<file path="src/rtl/pwr_sup_pkg.sv">
package pwr_sup_pkg;
  localparam int IRQ_W    = 2;
  localparam int IRQ_BTN  = 0;
  localparam int IRQ_COV  = 1;

  localparam int DB_N     = 3;
  localparam int DB_BTN   = 0;
  localparam int DB_HOT   = 1;
  localparam int DB_COVER = 2;

  // Counter width able to hold 0..n.
  function automatic int ctr_w(input int n);
    if (n <= 1) return 1;
    return $clog2(n + 1);
  endfunction

  // Any active warning condition pulls the power-fail flag low.
  function automatic logic fail_active(input logic por_ok, input logic vlow,
                                       input logic otemp, input logic cover_ok);
    return !por_ok || vlow || otemp || !cover_ok;
  endfunction
endpackage

</file>
<file path="src/rtl/sup_debounce.sv">
module sup_debounce
  import pwr_sup_pkg::*;
#(
  parameter int   TICKS = 16,
  parameter logic INIT  = 1'b0
) (
  input  logic clk,
  input  logic rst_n,
  input  logic tick,
  input  logic raw,
  output logic level,
  output logic rise,
  output logic fall
);
  localparam int             CW  = ctr_w(TICKS);
  localparam logic [CW-1:0]  LIM = CW'(TICKS - 1);

  logic          s1, s2;
  logic [CW-1:0] cnt;
  logic          differ, accept;

  assign differ = (s2 != level);
  assign accept = tick && differ && (cnt == LIM);

  always_ff @(posedge clk or negedge rst_n) begin
    if (!rst_n) begin
      s1    <= INIT;
      s2    <= INIT;
      level <= INIT;
      cnt   <= '0;
      rise  <= 1'b0;
      fall  <= 1'b0;
    end else begin
      s1   <= raw;
      s2   <= s1;
      rise <= accept && s2;
      fall <= accept && !s2;
      if (tick) begin
        if (!differ) begin
          cnt <= '0;
        end else if (accept) begin
          level <= s2;
          cnt   <= '0;
        end else begin
          cnt <= cnt + 1'b1;
        end
      end
    end
  end
endmodule

</file>
<file path="src/rtl/sup_por_timer.sv">
module sup_por_timer
  import pwr_sup_pkg::*;
#(
  parameter int DELAY = 1000
) (
  input  logic clk,
  input  logic rst_n,
  input  logic good,
  output logic por_n
);
  localparam int            CW  = ctr_w(DELAY);
  localparam logic [CW-1:0] LIM = CW'(DELAY);

  logic [CW-1:0] cnt;

  always_ff @(posedge clk or negedge rst_n) begin
    if (!rst_n)           cnt <= '0;
    else if (!good)       cnt <= '0;
    else if (cnt != LIM)  cnt <= cnt + 1'b1;
  end

  assign por_n = (cnt == LIM);
endmodule

</file>
<file path="src/rtl/sup_pulse.sv">
module sup_pulse
  import pwr_sup_pkg::*;
#(
  parameter int LEN = 200
) (
  input  logic clk,
  input  logic rst_n,
  input  logic por_n,
  input  logic trig,
  output logic rst_out_n
);
  localparam int            CW  = ctr_w(LEN);
  localparam logic [CW-1:0] LIM = CW'(LEN);

  logic [CW-1:0] remain;

  always_ff @(posedge clk or negedge rst_n) begin
    if (!rst_n)             remain <= '0;
    else if (!por_n)        remain <= '0;
    else if (trig)          remain <= LIM;
    else if (remain != '0)  remain <= remain - 1'b1;
  end

  assign rst_out_n = por_n && (remain == '0);
endmodule

</file>
<file path="src/rtl/sup_irq.sv">
module sup_irq
  import pwr_sup_pkg::*;
(
  input  logic             clk,
  input  logic             rst_n,
  input  logic [IRQ_W-1:0] set,
  input  logic [IRQ_W-1:0] clr,
  input  logic [IRQ_W-1:0] mask,
  output logic [IRQ_W-1:0] status,
  output logic             irq
);
  always_ff @(posedge clk or negedge rst_n) begin
    if (!rst_n) status <= '0;
    else        status <= (status & ~clr) | set;
  end

  assign irq = |(status & ~mask);
endmodule

</file>
<file path="src/rtl/pwr_reset_sup.sv">
module pwr_reset_sup
  import pwr_sup_pkg::*;
#(
  parameter int DB_TICKS  = 16,
  parameter int POR_DLY   = 1000,
  parameter int RST_PULSE = 200
) (
  input  logic             clk,
  input  logic             rst_n,
  input  logic             sample_tick,
  input  logic             ldo_good,
  input  logic             core_in_reg,
  input  logic             vin_low,
  input  logic             overtemp_warn,
  input  logic             btn_raw,
  input  logic             hot_rst_n_raw,
  input  logic             cover_raw,
  input  logic [IRQ_W-1:0] irq_mask,
  input  logic [IRQ_W-1:0] irq_clear,
  output logic             por_n,
  output logic             cpu_rst_n,
  output logic             pwr_fail_n,
  output logic             irq,
  output logic [IRQ_W-1:0] irq_status,
  output logic             shutdown_req
);
  // Idle level per contact: button released low, hot-reset and cover high.
  localparam logic [DB_N-1:0] DB_INIT = 3'b110;

  logic [DB_N-1:0] raw_in, db_lvl, db_rise, db_fall;
  logic            btn_evt, hot_evt, cover_evt, cover_ok, pulse_trig;
  logic [IRQ_W-1:0] irq_set;

  assign raw_in = {cover_raw, hot_rst_n_raw, btn_raw};

  for (genvar i = 0; i < DB_N; i++) begin : g_db
    sup_debounce #(.TICKS(DB_TICKS), .INIT(DB_INIT[i])) u_db (
      .clk   (clk),
      .rst_n (rst_n),
      .tick  (sample_tick),
      .raw   (raw_in[i]),
      .level (db_lvl[i]),
      .rise  (db_rise[i]),
      .fall  (db_fall[i])
    );
  end

  // Named internal events, visible to the bound checker.
  assign btn_evt    = db_rise[DB_BTN];
  assign hot_evt    = db_fall[DB_HOT];
  assign cover_evt  = db_fall[DB_COVER];
  assign cover_ok   = db_lvl[DB_COVER];
  assign pulse_trig = hot_evt && core_in_reg;

  sup_por_timer #(.DELAY(POR_DLY)) u_por (
    .clk   (clk),
    .rst_n (rst_n),
    .good  (ldo_good),
    .por_n (por_n)
  );

  sup_pulse #(.LEN(RST_PULSE)) u_pulse (
    .clk       (clk),
    .rst_n     (rst_n),
    .por_n     (por_n),
    .trig      (pulse_trig),
    .rst_out_n (cpu_rst_n)
  );

  always_comb begin
    irq_set          = '0;
    irq_set[IRQ_BTN] = btn_evt;
    irq_set[IRQ_COV] = cover_evt;
  end

  sup_irq u_irq (
    .clk    (clk),
    .rst_n  (rst_n),
    .set    (irq_set),
    .clr    (irq_clear),
    .mask   (irq_mask),
    .status (irq_status),
    .irq    (irq)
  );

  always_ff @(posedge clk or negedge rst_n) begin
    if (!rst_n)         shutdown_req <= 1'b0;
    else if (cover_evt) shutdown_req <= 1'b1;
  end

  assign pwr_fail_n = !fail_active(por_n, vin_low, overtemp_warn, cover_ok);
endmodule

</file>
<file path="config.mk">
export PLATFORM = sky130hd
export DESIGN_NAME = pwr_reset_sup
export DESIGN_NICKNAME = d
export VERILOG_FILES = /design/src/rtl/pwr_sup_pkg.sv /design/src/rtl/sup_debounce.sv /design/src/rtl/sup_por_timer.sv /design/src/rtl/sup_pulse.sv /design/src/rtl/sup_irq.sv /design/src/rtl/pwr_reset_sup.sv
export SDC_FILE = /design/constraint.sdc
export NUM_CORES = 1
export LEC_CHECK = 0
export BUFFER_PORTS_ARGS = -buffer_cell sky130_fd_sc_hd__buf_2
export CORE_AREA = 10 10 56 103
export DETAILED_ROUTE_END_ITERATION = 16
export DIE_AREA = 0 0 66 113
export PLACE_DENSITY = 0.69
export SLEW_MARGIN = 10
export SYNTH_ARGS = -nofsm -noshare
export SYNTH_HDL_FRONTEND = slang
export SYNTH_SLANG_ARGS = --single-unit
</file>
<file path="constraint.sdc">
create_clock -name clk -period 3.7 [get_ports clk]
set_input_delay 0.37 -clock clk [delete_from_list [all_inputs] [get_ports clk]]
set_output_delay 0.37 -clock clk [all_outputs]
set_load 0.05 [all_outputs]
</file>
# Yosys cells after proc, flatten, opt, wreduce, memory -nomap -nowiden

Index checks and enable logic that the tools add are counted.

Reduce and logical (&&, ||, !) cells: 25
Bitwise logic cells: 5
Eq/ne operators: 10
Add/sub/neg operators: 5
Mux-type cells: 11

Operator list:

| operator                                              | count |
|---|---|
| two-way mux 5 bit                                     | 6 |
| two-way mux 8 bit                                     | 3 |
| two-way mux 10 bit                                    | 2 |
| adder 5 x 1 -> 5 bit, second input constant           | 3 |
| == test 5 x 4 -> 1 bit, second input constant         | 3 |
| logical AND 1 bit                                     | 11 |
| adder 10 x 1 -> 10 bit, second input constant         | 1 |
| == test 10 bit, second input constant                 | 1 |
| inequality test 10 bit, second input constant         | 1 |
| AND reduction 3 bit                                   | 3 |
| zero test 8 bit                                       | 1 |
| nonzero test 8 bit                                    | 1 |
| subtractor 8 x 1 -> 8 bit, second input constant      | 1 |
| zero test 1 bit                                       | 5 |
| AND 2 bit                                             | 2 |
| inverter 2 bit                                        | 2 |
| logical OR 1 bit                                      | 3 |
| inequality test 1 bit                                 | 3 |
| inequality test 3 bit, second input constant          | 1 |
| inequality test 2 x 1 -> 1 bit, second input constant | 1 |
| bitwise OR 2 bit                                      | 1 |
| OR reduction 2 bit                                    | 1 |

Output and inout port bits: 7
Flip-flop bits (word level): 48

# Depth between registers and ports, before layout

Depth in word-level cells: 6
Gate-level depth with buffers: 7

# By module

A second synthesis with hierarchy kept.

Cell total of the unflattened synthesis: 226
Area, all modules: 2459.9 µm²

Modules (own cells, without submodules):

| module                           | cells each | area an instance (µm²) | instances | sequential area each (µm²) |
|---|---|---|---|---|
| sup_debounce at g_db[1].u_db ... | 36         | 437.9                  | 2         | 254.0 |
| sup_por_timer                    | 53         | 516.7                  | 1         | 250.2 |
| sup_pulse                        | 54         | 498.0                  | 1         | 200.2 |
| sup_debounce at g_db[0].u_db     | 36         | 434.2                  | 1         | 250.2 |
| sup_irq                          | 7          | 85.1                   | 1         | 50.0 |
| pwr_reset_sup                    | 4          | 50.0                   | 1         | 25.0 |

# Worst setup path after synthesis

Ideal clock, no wire load.

Kind: reg-to-output
From: reg u_por.cnt[0]
To: out pwr_fail_n
Arrival: 2.654 ns
Path slack: 0.676 ns
Path buffers: 0
Cell stages (with the launch flop): 6
Cell sequence: dfrtp_1 > inv_1 > ha_1 > and4bb_1 > nand4_2 > nor4b_1

Word-level cells in the longest chain between the ends: 6

RTL lines:

| item                          | RTL line            | source |
|---|---|---|
| from (decl)                   | sup_por_timer.sv:14 | `logic [CW-1:0] cnt;` |
| from (signal assigned)        | sup_por_timer.sv:19 | `else if (cnt != LIM) cnt <= cnt + 1'b1;` |
| == test 10 bit                | sup_por_timer.sv:22 | `assign por_n = (cnt == LIM);` |
| zero test 1 bit               | n/a                 |  |
| logical OR 1 bit (3 in a row) | pwr_sup_pkg.sv:20   | `return !por_ok \|\| vlow \|\| otemp \|\| !cover_ok;` |
| zero test 1 bit               | pwr_reset_sup.sv:91 | `assign pwr_fail_n = !fail_active(por_n, vin_low, overtemp_warn, cover_ok);` |
| to (decl)                     | pwr_reset_sup.sv:22 | `output logic pwr_fail_n,` |

No other way between the ends.

# Worst setup path after layout

Ends and elaborated chain as after synthesis.

==> reports/results.txt <==
Clk slew on worst S/H paths: 90 ps
Core area: 0.00409 mm^2
Global-route wire length before repair: 7440 um
Sequential-to-total area share from yosys stat: 54.8%
Post-CTS Hold Fix Bufs: 0
DR pass1 iterations: 4
Final Cycle Share: 64.5%
Switching portion of total power: 22.5%
Syn Inst Count: 203
PortBufs: 20
Setup violations, final: 0
Final hold slack: 162 ps
Ys Warns: 0
Drt wl/cell: 14.9 um
Clk pwr share: 36.4%
Layout cells sized above 1: 19.7%
Crit. End Element: primary output
Cells after DPL: 272
Top area cells in the synthesized netlist: dfrtp_1 (48%), dfstp_2 (7.1%), ha_1 (4.0%)
Worst skew pair latency: 300 ps
Highest Signal Layer: met4
Combinational Power Share: 6.7%
WL final: 4170 um
CTS Buf Count: 5
Synth Cell Area: 0.00221 mm^2
Final hold violation count: 0
H-tree depth: 2
Most used DFF post-synth: dfrtp_1
Worst Path Buf+Inv: 2
Sink Count: 48
Die X: 66 um
Startpoint types: register
Pin slew with the least headroom to its limit: 1010 ps
Max Clk Rate: 0.419 GHz
Num rows: 33
Finished Layout Cells: 280
Sequential share of power: 56.9%
Cell leakage power: 1.14 nW
Vias in the first global route: 1,756
Filler cell count: 352
Async S/R FF share, synth: 100%
CTS tree: done
Tot GR Track Use: 12.4%
Pin count of the biggest net entering global routing: 49
Pwr Total: 1.01 mW
EDFF count, synth: 0
Final Critical Period: 2390 ps
Most common cell in the netlist: dfrtp_1
Pre-CTS setup slack: 1650 ps
PnR worst setup slack: 1310 ps
GPL Wtd Cong: 0.793
Critical path class: reg2out
Starting Density: 54.0%
DRT met1 WL: 1530 um
Design area: 0.00247 mm^2
Net Count, Synth: 224
Power density over cell area: 408 mW/mm^2
Post-DR vias/cell: 5.59
Vias: 1,566
CP required: 3330 ps
Net Sw Power: 0.227 mW
Max cap viols: 0
Synth unique cells: 43
Max-slew violation count: 0
RSZ-0062 raised after global routing: false
Skew final: 9.32 ps
Routed wl met3: 91 um
Clk buf depth: 2
Synth Register Bits: 48
Area after DPL: 0.00236 mm^2
CP arrival: 2020 ps
Synthesis-to-layout area growth: 11.8%
# DRC: 0
Syn avg cell area: 10.9 um^2
Placed wire-length estimate: 3120 um
Total Nets Final: 248
Die Span Y: 113 um
GRT overflow: 0
Cell taking the most area after synthesis: dfrtp_1
Met2 WL: 2460 um
Detail Route Antenna Nets: 0
Diode count: 0
Crit path max-delay family: simple AND/OR/NAND/NOR gates
Commonest cells post-synth: dfrtp_1 (42), nand2_1 (18), nor2_1 (13)
Post-Route Setup TNS: 0 ps
Outcome: complete, no violations
CTS resizes: 0
Max stage delay cell, worst path: dfrtp_1
Crit path max fanout: 8
Cell-internal power: 0.780 mW
CP peak stage delay: 430 ps
Clock tree root driver cell: clkbuf_8
Die area: 0.00746 mm^2
Maximum VDD drop: 0.000497 V
Hold WC Path Type: in2reg
Worst R2R Setup Slack: 1850 ps
Fin util: 60.4%
Post-CTS setup buffer count: 0
Worst-path cell chain: inv_1, ha_1, and4bb_1, nand4_2, nor4b_1, buf_2
Top cell type's share of synthesized area: 47.6%
I/O pins: 21
Initial antenna violation count: 0
Worst rel slew slack: 32.6%
Initial DRC count: 62
## layout make-up
cell class	count	area, um^2	area share, %
Clock inverter	2	35.0	1.42
Clock buffer	6	72.6	2.94
Timing Repair Buffer	20	100	4.06
Inverter	10	37.5	1.52
Sequential cell	48	1210	49.0
Multi-Input combinational cell	142	948	38.4
Tap cell	52	65.1	2.64
## cell usage in the layout, fill, tap and decap left out, drive strengths merged, types with 2 or more instances in the layout
cell | netlist | routed
inv | 10 | 10
nand2b | 2 | 2
nor3 | 7 | 7
dfrtp | 42 | 42
nor3b | 4 | 4
and4b | 2 | 2
o21bai | 2 | 2
o21a | 4 | 4
a22o | 2 | 2
nand2 | 18 | 18
nor2b | 2 | 2
xor2 | 2 | 2
a21oi | 9 | 9
ha | 7 | 7
xnor2 | 10 | 10
buf | 1 | 20
clkbuf | 2 | 6
nor2 | 13 | 13
mux2i | 2 | 2
and2 | 9 | 9
dfstp | 6 | 6
a31oi | 5 | 5
o2bb2ai | 2 | 2
o21ai | 6 | 6
mux2 | 6 | 6
nand4 | 2 | 2
nand3 | 12 | 12
## sequential cells by signal (all words and copies together) (netlist names)
register	flops
u_irq.status	2
u_por.cnt	10
shutdown_req	1
g_db.u_db.fall	2
g_db.u_db.rise	1
g_db.u_db.level	3
g_db.u_db.s1	3
u_pulse.remain	8
g_db.u_db.cnt	15
g_db.u_db.s2	3
## worst reg2reg max path: stages (launching register included)
cell	delay, ps
dfrtp_1	420
inv_1	100
ha_1	190
or3b_4	420
or4b_1	480
a31oi_1	180
## worst paths after layout
| check | depth (start not counted) | from | endpoint |
|---|---|---|---|
| worst min-delay path | 1 | cover_raw | g_db[2].u_db.s1$_DFF_PN1_ |
| min in group asynchronous | 1 | rst_n | u_pulse.remain[0]$_DFFE_PN0P_ |
| worst min register to register | 0 | g_db[2].u_db.s1$_DFF_PN1_ | g_db[2].u_db.s2$_DFF_PN1_ |
| worst max register to register | 5 | u_pulse.remain[0]$_DFFE_PN0P_ | u_pulse.remain[6]$_DFFE_PN0P_ |
| max in group asynchronous | 1 | rst_n | u_pulse.remain[3]$_DFFE_PN0P_ |
| worst max-delay path | 6 | u_por.cnt[0]$_DFFE_PN0P_ | pwr_fail_n |
## layer usage
| layer | GRT usage (%) | vias to the layer above |
|---|---|---|
| met5 | 0 | - |
| met4 | 6.61 | 0 |
| met3 | 2.37 | 6 |
| met2 | 24.1 | 11 |
| met1 | 11.1 | 794 |
| li1 | - | 755 |
## kinds of logic (layout without fill, tap and decap cells)
kind of cell / count (synthesis) / count (layout) / synth area share, %
buffers and inverters: 13 / 38 / 2.27
XOR/XNOR: 12 / 12 / 4.76
adder cells (fa/ha/maj): 7 / 7 / 3.97
flip-flops: 48 / 48 / 54.8
AND/OR/NAND/NOR: 80 / 80 / 20.0
multiplexers: 8 / 8 / 3.97
AO/OA/AOI/OAI: 35 / 35 / 10.3
## power by group through the flow
stage | logic, mW | registers, mW | clock network, mW
after global routing | 0.0778 | 0.577 | 0.394
after global placement | 0.0636 | 0.580 | 0
after CTS | 0.0693 | 0.573 | 0.379
after floorplan | 0.0423 | 0.577 | 0
after detailed placement | 0.0691 | 0.583 | 0
final | 0.0672 | 0.573 | 0.367
(Power assumes the default switching activity.)
